File: src/rtl/infoblk_key_pkg.sv
package infoblk_key_pkg;

    localparam int unsigned KEY_W   = 32;
    localparam int unsigned KEY_CNT = 3;
    localparam int unsigned POS_W   = $clog2(KEY_CNT);

    typedef logic [KEY_W-1:0] key_word_t;

    // Ordered key words; position 0 is written first.
    localparam key_word_t ACCESS_KEYS [KEY_CNT] = '{
        32'h3A7F5CA3,
        32'hA1E34F20,
        32'h9608B2C1
    };

    typedef struct packed {
        logic [POS_W-1:0] pos;   // index of the key expected next
        logic             open;  // access granted
    } gate_state_t;

endpackage

File: src/rtl/infoblk_key_match.sv
module infoblk_key_match
    import infoblk_key_pkg::*;
(
    input  key_word_t          word_i,
    output logic [KEY_CNT-1:0] match_o
);

    for (genvar k = 0; k < KEY_CNT; k++) begin : g_cmp
        assign match_o[k] = (word_i == ACCESS_KEYS[k]);
    end

endmodule

File: src/rtl/infoblk_key_fsm.sv
module infoblk_key_fsm
    import infoblk_key_pkg::*;
(
    input  logic               clk_i,
    input  logic               rst_ni,
    input  logic               hit_i,
    input  logic [KEY_CNT-1:0] match_i,
    output logic [POS_W-1:0]   pos_o,
    output logic               open_o
);

    localparam logic [POS_W-1:0] LAST_POS = POS_W'(KEY_CNT - 1);
    localparam logic [POS_W-1:0] ONE_POS  = POS_W'(1);

    gate_state_t st_d, st_q;

    always_comb begin
        st_d = st_q;
        if (hit_i) begin
            if (st_q.open) begin
                // relock; this word never starts a new sequence
                st_d.open = 1'b0;
                st_d.pos  = '0;
            end else if (match_i[st_q.pos]) begin
                if (st_q.pos == LAST_POS) begin
                    st_d.open = 1'b1;
                    st_d.pos  = '0;
                end else begin
                    st_d.pos = st_q.pos + ONE_POS;
                end
            end else if (match_i[0]) begin
                st_d.pos = ONE_POS;
            end else begin
                st_d.pos = '0;
            end
        end
    end

    always_ff @(posedge clk_i) begin
        if (!rst_ni) begin
            st_q <= '{pos: '0, open: 1'b0};
        end else begin
            st_q <= st_d;
        end
    end

    assign pos_o  = st_q.pos;
    assign open_o = st_q.open;

endmodule

File: src/rtl/infoblk_key_gate.sv
module infoblk_key_gate
    import infoblk_key_pkg::*;
#(
    parameter int unsigned          ADDR_W   = 8,
    parameter logic [ADDR_W-1:0]    GATE_OFS = 8'h40
) (
    input  logic              clk_i,
    input  logic              rst_ni,
    input  logic              wr_en_i,
    input  logic [ADDR_W-1:0] wr_addr_i,
    input  logic [KEY_W-1:0]  wr_data_i,
    output logic [KEY_W-1:0]  rd_data_o,
    output logic              access_o
);

    logic               wr_hit;
    logic [KEY_CNT-1:0] key_match;
    logic [POS_W-1:0]   key_pos;

    assign wr_hit = wr_en_i && (wr_addr_i == GATE_OFS);

    infoblk_key_match u_match (
        .word_i  (wr_data_i),
        .match_o (key_match)
    );

    infoblk_key_fsm u_fsm (
        .clk_i   (clk_i),
        .rst_ni  (rst_ni),
        .hit_i   (wr_hit),
        .match_i (key_match),
        .pos_o   (key_pos),
        .open_o  (access_o)
    );

    // Register contents never leave the block.
    assign rd_data_o = '0;

endmodule

File: config.mk
export PLATFORM = sky130hd
export DESIGN_NAME = infoblk_key_gate
export DESIGN_NICKNAME = d
export VERILOG_FILES = /design/src/rtl/infoblk_key_pkg.sv /design/src/rtl/infoblk_key_match.sv /design/src/rtl/infoblk_key_fsm.sv /design/src/rtl/infoblk_key_gate.sv
export SDC_FILE = /design/constraint.sdc
export NUM_CORES = 1
export LEC_CHECK = 0
export BUFFER_PORTS_ARGS = -buffer_cell sky130_fd_sc_hd__buf_2
export CORE_MARGIN = 2
export CORE_UTILIZATION = 33
export DETAILED_ROUTE_END_ITERATION = 6
export PLACE_DENSITY = 0.85
export SETUP_SLACK_MARGIN = 0.2
export SKIP_LAST_GASP = 1
export SLEW_MARGIN = 20
export SYNTH_ARGS = -nofsm -noshare
export SYNTH_HDL_FRONTEND = slang
export SYNTH_SLANG_ARGS = --single-unit
File: constraint.sdc
create_clock -name clk_i -period 4 [get_ports clk_i]
set_clock_uncertainty 0.2 [all_clocks]
set_input_delay 0.8 -clock clk_i [delete_from_list [all_inputs] [get_ports clk_i]]
set_output_delay 0.8 -clock clk_i [all_outputs]
set_load 0.02 [all_outputs]
==> flow_results.org, run 1 <==
** Critical path
- Setup crit start :: wr_addr_i[2]
- Setup slack on the worst reg-to-reg path comes out at between 2000 and 2500 ps.
- Largest fanout of any net on the critical path :: 4
- Setup crit start kind :: input port
- Timing endpoint of the critical path :: u_fsm.pos_o[0]
- STA classifies the critical path endpoint as a flip-flop.
- For the worst setup path, the data required time is roughly 4000 ps.
- The worst setup path is of the input port to flip-flop kind.
- The number of cells on the worst reg-to-reg path is 4.
- Endpoint of the lowest-slack register-to-register path :: u_fsm.pos_o[1]
- Data on the critical path arrives at its endpoint at a little over 2000 ps.
- The worst register-to-register path begins at u_fsm.open_o.

** Synth
- Post-synthesis register bit count :: 3
- Sequential fraction of the synthesis area :: around a tenth
- Synthesis produced 74 cells.
- Each instance of the synthesized netlist takes up on average around 7.7 µm².
- The mapped netlist covers approximately 570 µm².
- Yosys printed 0 warnings.
- Number of library cell types mapped by synthesis :: 21

** Timing
- Setup repair after global routing left no endpoint under its margin.
- Final WS setup :: 1920 ps
- Final period utilization :: 52.1%
- Summed over all failing endpoints, the final setup total negative slack is 0 ps.
- Number of pins with negative max-slew slack in the final report :: 0
- Final number of hold-violating endpoints :: 0
- Highest achievable clock rate :: 0.480 GHz
- Setup violations remaining at the end of the flow were counted as 0.
- The smallest clock period supported by the final layout is computed as around 2100 ps.

** Floorplanning
- Measured along the y axis, the die boundary spans about 45 µm.
- Row count :: 14
- IO Pins :: 76
- Die area :: 2070 µm²
- For this configuration, the core starts out at a cell density of a little over a third.
- From left edge to right edge, the die measures 45.5 µm.
- The total area inside the core boundary comes to about 1600 µm².

** Power and ir drop
- The internal power of the cells totals approximately 87 µW.
- The share of total power dissipated in the clock network is between 30% and 40%.
- Net switching power :: roughly 57 µW
- In this run, the combinational gates consume 39.9% of the power.
- Net switching is between 30 and 40% of the power.
- Total power :: about 140 µW
- Worst IR Drop VDD :: about 84 µV
- In this run the static leakage power is roughly 0.36 nW.
- Sequential power share :: approximately a fifth
- Power density over the cells :: 204 nW/µm²

** GRT
- The first global-routing pass estimated 2060 µm of wire.
- Remaining global-route overflow :: 0
- Via count of the first global-routing pass :: approximately 530
- The number of antenna violations at the first check in global routing came to 0.
- Maximum number of pins on one net before global-route repair :: 5
- Global routing used a little over an eighth of the available tracks.

** Detailed routing
- Detailed-route wire length per cell :: between 10 and 15 µm
- After detailed routing, the number of remaining DRC violations is 0.
- In this run, the number of DRC markers left after iteration 0 of detailed routing was 19.
- Wire length reported by the detailed router :: 1460 µm
- The detailed router placed ~640 vias in this run.
- The count of nets left with antenna violations once routing finished came out at 0.
- Via density per instance :: ~4.7
- Before antenna repair, the detailed router went through 4 iterations.

** Final layout
- Top library cells by usage in the layout, fill and taps aside :: 43 x sky130_fd_sc_hd__buf_2, 32 x sky130_fd_sc_hd__conb_1, 6 x sky130_fd_sc_hd__nor4_1, 4 x sky130_fd_sc_hd__nand2_1
- Fill cell count :: around 160
- After the last flow step, the layout net total stands at 164.
- The library cell used most frequently in the layout, excluding fill and tap cells, is sky130_fd_sc_hd__buf_2.
- Once layout is complete, the cells apart from fillers number between 100 and 150.
- Of the cells placed in the final design, the portion with a size suffix greater than 1 is roughly two fifths.
- Antenna diode count :: 0
- Synth-to-layout area growth :: 24.2%

** Clock tree
- CTS Hold Bufs :: 0
- CTS tree :: yes
- In this run the clock root is driven by a sky130_fd_sc_hd__clkbuf_4.
- In this run the deepest clock path goes through 2 buffers.
- Clock-pin slew of the registers on the worst-case setup and hold paths :: roughly 40 ps
- CTS built an H-tree with a depth of 1.
- Counting every sink on the clock net gives 3.
- In this run, post-CTS repair resized a total of 0 instances.
- Post-CTS timing repair inserted 0 buffers for setup.
- In this run, CTS created clock tree buffers numbering 3.
- Clock latency on the worst-skew pair :: around 240 ps

** Placement
- Final weighted congestion in routability-driven placement :: about 0.74
- Number of port buffers :: 43
- DP Cell Count :: 132
- At the placement stage, the worst setup path has a slack of approximately 1700 ps.
- Detailed placement finished with a half-perimeter wire length of between 1000 and 1500 µm.

** Worst hold path
- Cells on Worst Hold Path :: 2
- Classification of the worst-slack hold path :: flip-flop to flip-flop

** Run status
- The flow ran to the end, and the final reports show no timing, DRC or antenna violations.

** Run
- Count of maximum capacitance violations :: 0
cell families after synthesis:
kind of cell | share of synthesized area (%)
simple gates | 42.1
buf+inv | 42.3
compound gates | 4.40
flops | 10.6
other cells | 0.660
area by class of cell:
type | instances | area (µm²) | area share (%)
sequential | 3 | 60.1 | 8.51
multi-input combinational | 70 | 384 | 54.4
tap | 16 | 20.0 | 2.84
clock buffer | 4 | 26.3 | 3.72
timing repair buffer | 43 | 215 | 30.5
synthesized netlist by cell type:
library cell	n	area (µm²)
sky130_fd_sc_hd__nor4b_1	1	8.76
sky130_fd_sc_hd__nand2_1	4	15.0
sky130_fd_sc_hd__nor4_2	1	12.5
sky130_fd_sc_hd__nor2_1	2	7.51
sky130_fd_sc_hd__nor3_1	3	15.0
sky130_fd_sc_hd__nor4_1	6	37.5
sky130_fd_sc_hd__buf_4	32	240
sky130_fd_sc_hd__or4_1	1	7.51
sky130_fd_sc_hd__conb_1	1	3.75
sky130_fd_sc_hd__nor4bb_1	3	30.0
sky130_fd_sc_hd__nand3b_1	2	15.0
sky130_fd_sc_hd__nand4_1	3	18.8
sky130_fd_sc_hd__or4bb_1	2	22.5
sky130_fd_sc_hd__nand2b_1	1	6.26
sky130_fd_sc_hd__o21ai_1	1	5.00
sky130_fd_sc_hd__dfxtp_1	3	60.1
sky130_fd_sc_hd__or4b_1	1	10.0
sky130_fd_sc_hd__and2_2	1	7.51
sky130_fd_sc_hd__a32o_1	2	20.0
sky130_fd_sc_hd__nand3_1	3	15.0
sky130_fd_sc_hd__or4b_2	1	10.0
stage by stage:
step                      cell area [µm²]  utilization (%)  hold WS, ps
after floorplan                       684                -          250
after global placement                679             43.6          273
after detailed placement              679             43.6          274
after CTS                             706             45.3          280
after global routing                  706             45.3          317
final                                 706             45.3          275
worst min-delay path by stage:
stage                               from        endpoint
final                     u_fsm.pos_o[1]  u_fsm.pos_o[1]
after global routing      u_fsm.pos_o[1]  u_fsm.pos_o[1]
after CTS                 u_fsm.pos_o[1]  u_fsm.pos_o[1]
after detailed placement  u_fsm.pos_o[1]  u_fsm.pos_o[1]
after global placement    u_fsm.pos_o[1]  u_fsm.pos_o[1]
after floorplan           u_fsm.pos_o[1]  u_fsm.pos_o[1]
sequential cells by signal, summed over array words and instances, names as in the netlist:
register / flops
u_fsm.pos_o: 2
u_fsm.open_o: 1
critical path, cell delays in order:
cell and delay, ps:
sky130_fd_sc_hd__buf_2 100, sky130_fd_sc_hd__nor4_2 240, sky130_fd_sc_hd__nand4_1 200, sky130_fd_sc_hd__nor4_1 480
sky130_fd_sc_hd__a32o_1 240
per-layer routing:
layer | part of all wire (%) | vias to the layer above | global-route usage, %
met2 | 57 | 46 | 26.2
met5 | 0 | - | 0
li1 | - | 305 | -
met4 | 2.9 | 0 | 6.47
met1 | 30 | 280 | 12.3
met3 | 9.2 | 6 | 5.16
power groups by stage:
stage / combinational [mW] / sequential, mW / clock, mW
CTS: 0.0568 / 0.0301 / 0.0573
floorplan: 0.0568 / 0.0305 / 0
finish: 0.0576 / 0.0301 / 0.0565
detailed placement: 0.0567 / 0.0305 / 0
global route: 0.0627 / 0.0300 / 0.0607
global placement: 0.0557 / 0.0305 / 0
No activity file was read; power rests on OpenSTA's default activity.
==> run 2: changes to the inputs <==
Settings changed: ABC_AREA from default to 1, CORE_ASPECT_RATIO from default to 0.75, CORE_UTILIZATION 33 to 36, PLACE_DENSITY 0.85 to 0.8.
Clock period 4 ns to 2.2 ns, I/O delays scaled along.
==> flow_results.org, run 2 <==
** Critical path
- Worst Path Class, Setup :: flip-flop to output pin (was input port to flip-flop)
- Number of gates on the worst path with buffers counted :: 1 (was 5)
- The data arrival time of the worst path is 800 ps (was 2070 ps).
- Cell Chain, Critical Path: buf_2 (was buf_2 -> nor4_2 -> nand4_1 -> nor4_1 -> a32o_1).
- Element type at the critical path end :: output pin (was flip-flop)
- The highest net fanout along the worst path was 3 (was 4).
- Delay of the slowest cell on the worst path :: 380 ps (was 480 ps)
- The number of buffers and inverters on the critical path was 1 (unchanged).
- Data required time of the critical path :: 1560 ps (was 3980 ps)
- Setup crit start kind :: flip-flop (was input port)
- The highest-delay cell along the critical path is sky130_fd_sc_hd__dfxtp_1 (was sky130_fd_sc_hd__nor4_1).
- The number of cells on the worst reg-to-reg path is 7 (was 4).
- Largest delay share family, worst path :: flip-flops (was simple AND/OR/NAND/NOR gates)

** Placement
- Detailed placement HPWL :: 1470 µm (was 1270 µm)
- Final weighted congestion in routability-driven placement :: 0.719 (was 0.742)
- Number of port buffers :: 43 (unchanged)
- The worst-case setup slack after placement was 707 ps (was 1690 ps).

** Synth
- The sequential fraction of the synthesis area was 7.73% (was 10.6%).
- Count of flip-flops with a built-in enable after synthesis :: 0 (unchanged)
- The main flop type after synthesis is sky130_fd_sc_hd__dfxtp_1 (unchanged).
- Most frequent cells after synthesis :: 32 x sky130_fd_sc_hd__buf_4, 30 x sky130_fd_sc_hd__nand2_1, 25 x sky130_fd_sc_hd__nor2_1, 21 x sky130_fd_sc_hd__inv_1, 8 x sky130_fd_sc_hd__nand3_1 (was 32 x sky130_fd_sc_hd__buf_4, 6 x sky130_fd_sc_hd__nor4_1, 4 x sky130_fd_sc_hd__nand2_1)
- The netlist area before placement was 777 µm² (was 568 µm²).
- The most frequently used cell type in the post-synthesis netlist was sky130_fd_sc_hd__buf_4 (unchanged).
- Warnings from Yosys :: 0 (unchanged)
- The post-synthesis cell type with the largest combined area is sky130_fd_sc_hd__buf_4 (unchanged).
- Post-synthesis register bit count :: 3 (unchanged)
- The async set-or-reset flop fraction in the synthesized netlist is 0% (unchanged).
- Number of library cell types mapped by synthesis :: 17 (was 21)
- Cell types with the largest area share after synthesis :: sky130_fd_sc_hd__buf_4 31%, sky130_fd_sc_hd__nand2_1 14%, sky130_fd_sc_hd__nor2_1 12% (was sky130_fd_sc_hd__buf_4 42%, sky130_fd_sc_hd__dfxtp_1 11%, sky130_fd_sc_hd__nor4_1 6.6%)
- The number of cells produced by synthesis is 140 (was 74).
- The proportion of netlist area held by the largest area contributor came to 30.9% (was 42.3%).
- Post-synthesis average cell area :: 5.55 µm² (was 7.68 µm²)

** Run status
- Status :: complete, no violations (unchanged)

** GRT
- The maximum number of pins on one net before global-route repair came to 4 (was 5).
- Total global-route track usage :: 13.1% (was 13.7%)
- Remaining global-route overflow :: 0 (unchanged)
- The number of antenna violations at the first check in global routing was 0 (unchanged).
- The global-route wire length before repair is 2650 µm (was 2060 µm).
- The number of global-route vias before repair was 715 (was 533).

** Final layout
- The footprint of the multi-input gates came to 514 µm² (was 384 µm²).
- Synth-to-layout area growth :: 19.0% (was 24.2%)
- Leading cell type in the layout, fill and taps excluded :: sky130_fd_sc_hd__buf_2 (unchanged)
- The register area came to 60.1 µm² (unchanged).
- Top library cells by usage in the layout, fill and taps aside :: 43 x sky130_fd_sc_hd__buf_2, 32 x sky130_fd_sc_hd__conb_1, 30 x sky130_fd_sc_hd__nand2_1, 25 x sky130_fd_sc_hd__nor2_1, 21 x sky130_fd_sc_hd__inv_1 (was 43 x sky130_fd_sc_hd__buf_2, 32 x sky130_fd_sc_hd__conb_1, 6 x sky130_fd_sc_hd__nor4_1, 4 x sky130_fd_sc_hd__nand2_1)
- The number of filler instances in the final layout was 246 (was 158).
- Post-layout utilization of the core :: 45.9% (was 45.3%)
- Antenna diode count :: 0 (unchanged)
- The number of nets in the layout came to 230 (was 164).
- The number of flip-flops in the largest register came to 2 (unchanged).
- Ratio of cells with drive above 1 in the final layout :: 29.6% (was 40.8%)

** Timing
- Tmin final :: 1440 ps
- Number of pins with negative max-slew slack in the final report :: 0 (unchanged)
- In the finished design, the share of the clock period the worst path needs comes to between 60% and 70%.
- The setup-violating endpoint count in the final report is 0 (unchanged).
- RSZ-0062 raised after global routing: false (unchanged).
- Aggregate negative setup slack :: 0 ps (unchanged)
- Highest achievable clock rate :: 0.694 GHz
- The number of hold violations in the final report is 0 (unchanged).
- The worst-case setup margin in the final layout is 759 ps (was 1920 ps).

** Floorplanning
- The die height is 44.2 µm (was 45.5 µm).
- The number of core rows is 14 (unchanged).
- Die area :: 2550 µm² (was 2070 µm²)
- The initial cell density of the core came to 38.6% (was 36.4%).
- IO Pins :: 76 (unchanged)
- Horizontal extent of the die :: 57.6 µm (was 45.5 µm)
- The core outline area is 2010 µm² (was 1560 µm²).

** Detailed routing
- Via density per instance :: 3.86 (was 4.68)
- Number of vias in the routed layout :: 811 (was 637)
- Number of detailed-route iterations in the first pass :: 4 (unchanged)
- Detailed-route wire length per cell :: 7.52 µm (was 10.7 µm)
- Wire length reported by the detailed router :: 1580 µm (was 1460 µm)
- Number of DRC markers after the initial detailed-route iteration :: 18 (was 19)
- The count of nets left with antenna violations after detail routing came to 0 (unchanged).
- Drc violations :: 0 (unchanged)

** Clock tree
- The clock tree from TritonCTS was yes (unchanged).
- Clock-pin slew of the registers on the worst-case setup and hold paths :: 40 ps (about the same)
- Resized cells post-CTS :: 0 (unchanged)
- The count of clock tree sinks came to 3 (unchanged).
- TritonCTS Buffers :: 3 (unchanged)
- Post-CTS Setup Inserts :: 0 (unchanged)
- The maximum clock path buffer count was 2 (unchanged).
- Clk root buf :: sky130_fd_sc_hd__clkbuf_4 (unchanged)
- H-tree level count :: 1 (unchanged)
- The number of hold buffers added after cts is 0 (unchanged).
- The clock latency reported for the late side of the worst-skew pair came to 230 ps (was 240 ps).

** Run
- The number of max-capacitance violations reported was 0 (unchanged).

** Worst hold path
- The count of cells along the worst hold path is 2 (unchanged).
- The class of the tightest hold or removal check was flip-flop to flip-flop (unchanged).

** Power and ir drop
- Power density over the cells :: 303 nW/µm² (was 204 nW/µm²)
- The leakage power came to 0.548 nW (was 0.357 nW).
- The total power of the final layout came to 281 µW (was 144 µW).
- Worst IR Drop VDD :: 159 µV (was 83.6 µV)
==> run 2: path summary, 6_finish.rpt <==
kind	end	slack [ps]	start
min reg2reg	u_fsm.pos_o[0]	270	u_fsm.pos_o[0]
min	u_fsm.pos_o[0]	270	u_fsm.pos_o[0]
max	access_o	760	u_fsm.open_o
max reg2reg	u_fsm.open_o	1060	u_fsm.pos_o[0]
==> run 2: worst register-to-register path: stages (launching register included) <==
cell	delay [ps]
sky130_fd_sc_hd__dfxtp_1	300
sky130_fd_sc_hd__inv_1	70
sky130_fd_sc_hd__nand2_1	50
sky130_fd_sc_hd__nor2_1	90
sky130_fd_sc_hd__nand2_1	60
sky130_fd_sc_hd__nor2_1	80
sky130_fd_sc_hd__nand4_1	110
sky130_fd_sc_hd__a21oi_1	130
==> run 2: cell families (layout without fill, tap and decap cells) <==
family	after synthesis	after routing	share of synthesized area, %
AOI/OAI and AO/OA	3	3	2.42
buffers and inverters	53	68	41.1
DFF	3	3	7.73
other	1	32	0.483
and+or+nand+nor	80	80	48.3
==> run 2: layout make-up <==
cell class                      count  area share (%)
Tap cell                           24            3.25
Sequential cell                     3            6.50
Multi-Input combinational cell    115            55.6
Timing Repair Buffer               43            23.3
Inverter                           21            8.53
Clock buffer                        4            2.84
==> run 2: per-stage QoR <==
stage | cell area [µm²] | hold WS, ps | std cells
CTS | 925 | 271 | 210
floorplan | 893 | 245 | 171
finish | 925 | 268 | 210
detailed placement | 898 | 265 | 206
global route | 925 | 288 | 210
global placement | 898 | 261 | 206
==> run 2: layer usage <==
layer  vias to the layer above  wire length, µm  GRT usage [%]  part of all wire (%)
met3                         2              211           3.80                    13
met5                         -                0              0                     0
met1                       311              730           18.9                    46
met2                        49              631           19.1                    40
met4                         0                6           2.79                  0.38
li1                        449                -              -                     -
==> run 2: report_power, final <==
group / internal, mW / total (mW) / switching (mW)
Clock: 0.0680 / 0.0970 / 0.0290
Combinational: 0.0406 / 0.129 / 0.0882
Sequential: 0.0547 / 0.0547 / 0.0000000000000148
Total: 0.163 / 0.281 / 0.117
==> run 3: changes to the inputs <==
Clock period 2.2 ns to 1.5 ns, I/O delays scaled along.
==> flow_results.org, run 3 (synthesized netlist as in run 2, its figures left out) <==
** Placement
- Dpl ws :: 147 ps (was 707 ps)
- Detailed placement HPWL :: 1470 µm (about the same)
- The final estimated routing congestion in global placement came to 0.720 (was 0.719).
- The count of port buffers added during placement is 43 (unchanged).
- DP Cell Count :: 206 (unchanged)

** Critical path
- Timing endpoint of the critical path :: access_o (unchanged)
- The minimum setup slack among reg-to-reg paths came to 350 ps (was 1060 ps).
- The worst setup path startpoint is u_fsm.open_o (unchanged).
- The family with the most delay on the worst path was flip-flops (unchanged).
- The number of cells on the worst reg-to-reg path is 7 (unchanged).
- Arrival time at the worst endpoint :: 720 ps (was 800 ps)
- Library cell contributing the largest single delay on the critical path :: sky130_fd_sc_hd__dfxtp_2 (was sky130_fd_sc_hd__dfxtp_1)
- Data required time of the critical path :: 1000 ps (was 1560 ps)
- The critical path startpoint category was a flip-flop (unchanged).
- The longest individual stage delay on the worst path was 350 ps (was 380 ps).
- Worst path buffer plus inverter count :: 1 (unchanged)
- Largest fanout of any net on the critical path :: 3 (unchanged)
- The kind of critical path is flip-flop to output pin (unchanged).
- Number of gates on the worst path with buffers counted :: 1 (unchanged)
- The worst reg2reg path startpoint is u_fsm.pos_o[0] (unchanged).
- Endpoint of the lowest-slack register-to-register path :: u_fsm.open_o (unchanged)
- Cell Chain, Critical Path: buf_4 (was buf_2).
- The endpoint type of the worst setup path was an output pin (unchanged).

** Worst hold path
- Classification of the worst-slack hold path :: input port to flip-flop (was flip-flop to flip-flop)
- The count of cells along the worst hold path is 3 (was 2).

** Timing
- The worst-case setup margin in the final layout was 275 ps (was 759 ps).
- Hold slack final :: 138 ps (was 268 ps)
- Highest achievable clock rate :: ~0.82 GHz
- Tmin final :: ~1200 ps
- RSZ-0062 raised after global routing: false (unchanged).
- Aggregate negative setup slack :: 0 ps (unchanged)
- Number of pins with negative max-slew slack in the final report :: 0 (unchanged)
- Final period utilization :: between 80% and 90%
- The number of hold violations in the final report is 0 (unchanged).
- Endpoints failing setup :: 0 (unchanged)

** Run
- Count of maximum capacitance violations :: 0 (unchanged)

** Detailed routing
- Number of detailed-route iterations in the first pass :: 4 (unchanged)
- Wire length reported by the detailed router :: 1560 µm (was 1580 µm)
- The via density per instance was 3.84 (was 3.86).
- The final routed DRC violation total is 0 (unchanged).
- Post-DRT Antenna Nets :: 0 (unchanged)
- The via total after detailed routing is 807 (was 811).
- The DRC violation total after the first TritonRoute iteration is 18 (unchanged).
- The routed wirelength normalized by instance count is 7.43 µm (was 7.52 µm).

** GRT
- Via count of the first global-routing pass :: 719 (was 715)
- The maximum number of pins on one net before global-route repair is 4 (unchanged).
- Remaining global-route overflow :: 0 (unchanged)
- Wire length of the first global-routing pass :: 2680 µm (was 2650 µm)
- Initial antenna violation count :: 0 (unchanged)
- The overall routing resource usage came to 13.2% (was 13.1%).

** Final layout
- The number of nets in the layout is 230 (unchanged).
- Number of flip-flops under the largest register name :: 2 (unchanged)
- Non-Filler Instances :: 210 (unchanged)
- Top library cells by usage in the layout, fill and taps aside :: 42 x sky130_fd_sc_hd__buf_2, 32 x sky130_fd_sc_hd__conb_1, 30 x sky130_fd_sc_hd__nand2_1, 25 x sky130_fd_sc_hd__nor2_1, 21 x sky130_fd_sc_hd__inv_1 (was 43 x sky130_fd_sc_hd__buf_2, 32 x sky130_fd_sc_hd__conb_1, 30 x sky130_fd_sc_hd__nand2_1, 25 x sky130_fd_sc_hd__nor2_1, 21 x sky130_fd_sc_hd__inv_1)
- The register area was 61.3 µm² (was 60.1 µm²).
- The synthesis-to-layout area growth is 19.5% (was 19.0%).
- Fill cell count :: 245 (was 246)
- The fraction of layout instances using a drive strength above 1 was 30.1% (was 29.6%).
- The footprint of the multi-input gates is 514 µm² (unchanged).
- The most common library cell in the layout ignoring fill and taps is sky130_fd_sc_hd__buf_2 (unchanged).
- Post-layout utilization of the core :: 46.1% (was 45.9%)
- Antenna diode count :: 0 (unchanged)

** Clock tree
- The post-CTS resize count was 1 (was 0).
- H-tree level count :: 1 (unchanged)
- Maximum count of clock buffers along a single path :: 2 (unchanged)
- Sinks on the clock net :: 3 (unchanged)
- The buffer count from post-CTS setup fixing came to 0 (unchanged).
- The CTS buffer count came to 3 (unchanged).
- Clock-pin slew of the registers on the worst-case setup and hold paths :: 40 ps (about the same)
- The clock latency reported for the late side of the worst-skew pair came to 230 ps (about the same).
- CTS Hold Bufs :: 0 (unchanged)
- CTS tree :: yes (unchanged)
- The cell at the root of the clock tree is sky130_fd_sc_hd__clkbuf_4 (unchanged).

** Floorplanning
- Effective utilization at floorplan :: 38.6% (unchanged)
- The number of core rows is 14 (unchanged).
- IO Pins :: 76 (unchanged)
- Core region area :: 2010 µm² (unchanged)
- Horizontal extent of the die :: 57.6 µm (unchanged)
- Die area :: 2550 µm² (unchanged)
- The die height came to 44.2 µm (unchanged).

** Power and ir drop
- Power density over the cells :: 439 nW/µm² (was 303 nW/µm²)
- Worst IR Drop VDD :: 293 µV (was 159 µV)
- Leakage :: 0.548 nW (about the same)

** Run status
- Status: complete, no violations (unchanged).
## run 3: final cells by class
cell class	count	area share [%]
clock buffers	4	2.83
inverters	21	8.49
multi-input cells	115	55.4
flip-flops and latches	3	6.60
well taps	24	3.23
repair buffers	43	23.5
## run 3: power breakdown
part           total (mW)  internal (mW)       switching, mW
Combinational       0.189         0.0596               0.130
Clock               0.139         0.0995              0.0391
Sequential         0.0802         0.0802  0.0000000000000218
Total               0.408          0.239               0.169
## run 3: worst min path at each step
stage	start	end
after floorplan	u_fsm.pos_o[0]	u_fsm.pos_o[0]
after global placement	u_fsm.pos_o[0]	u_fsm.pos_o[0]
after detailed placement	u_fsm.pos_o[0]	u_fsm.pos_o[0]
after CTS	rst_ni	u_fsm.pos_o[1]
after global routing	rst_ni	u_fsm.pos_o[0]
final	rst_ni	u_fsm.pos_o[1]
## run 3: metrics by stage
stage	instance area, µm²	power, mW
finish	928	0.408
global route	928	0.445
CTS	927	0.412
detailed placement	898	0.269
global placement	898	0.267
floorplan	893	0.260
## run 3: per-layer routing
| metal | track usage, % | wire (µm) | vias to the layer above |
|---|---|---|---|
| met3 | 3.80 | 211 | 0 |
| li1 | - | - | 449 |
| met5 | 0 | 0 | - |
| met2 | 19.1 | 621 | 48 |
| met4 | 2.79 | 0 | 0 |
| met1 | 19.3 | 728 | 310 |
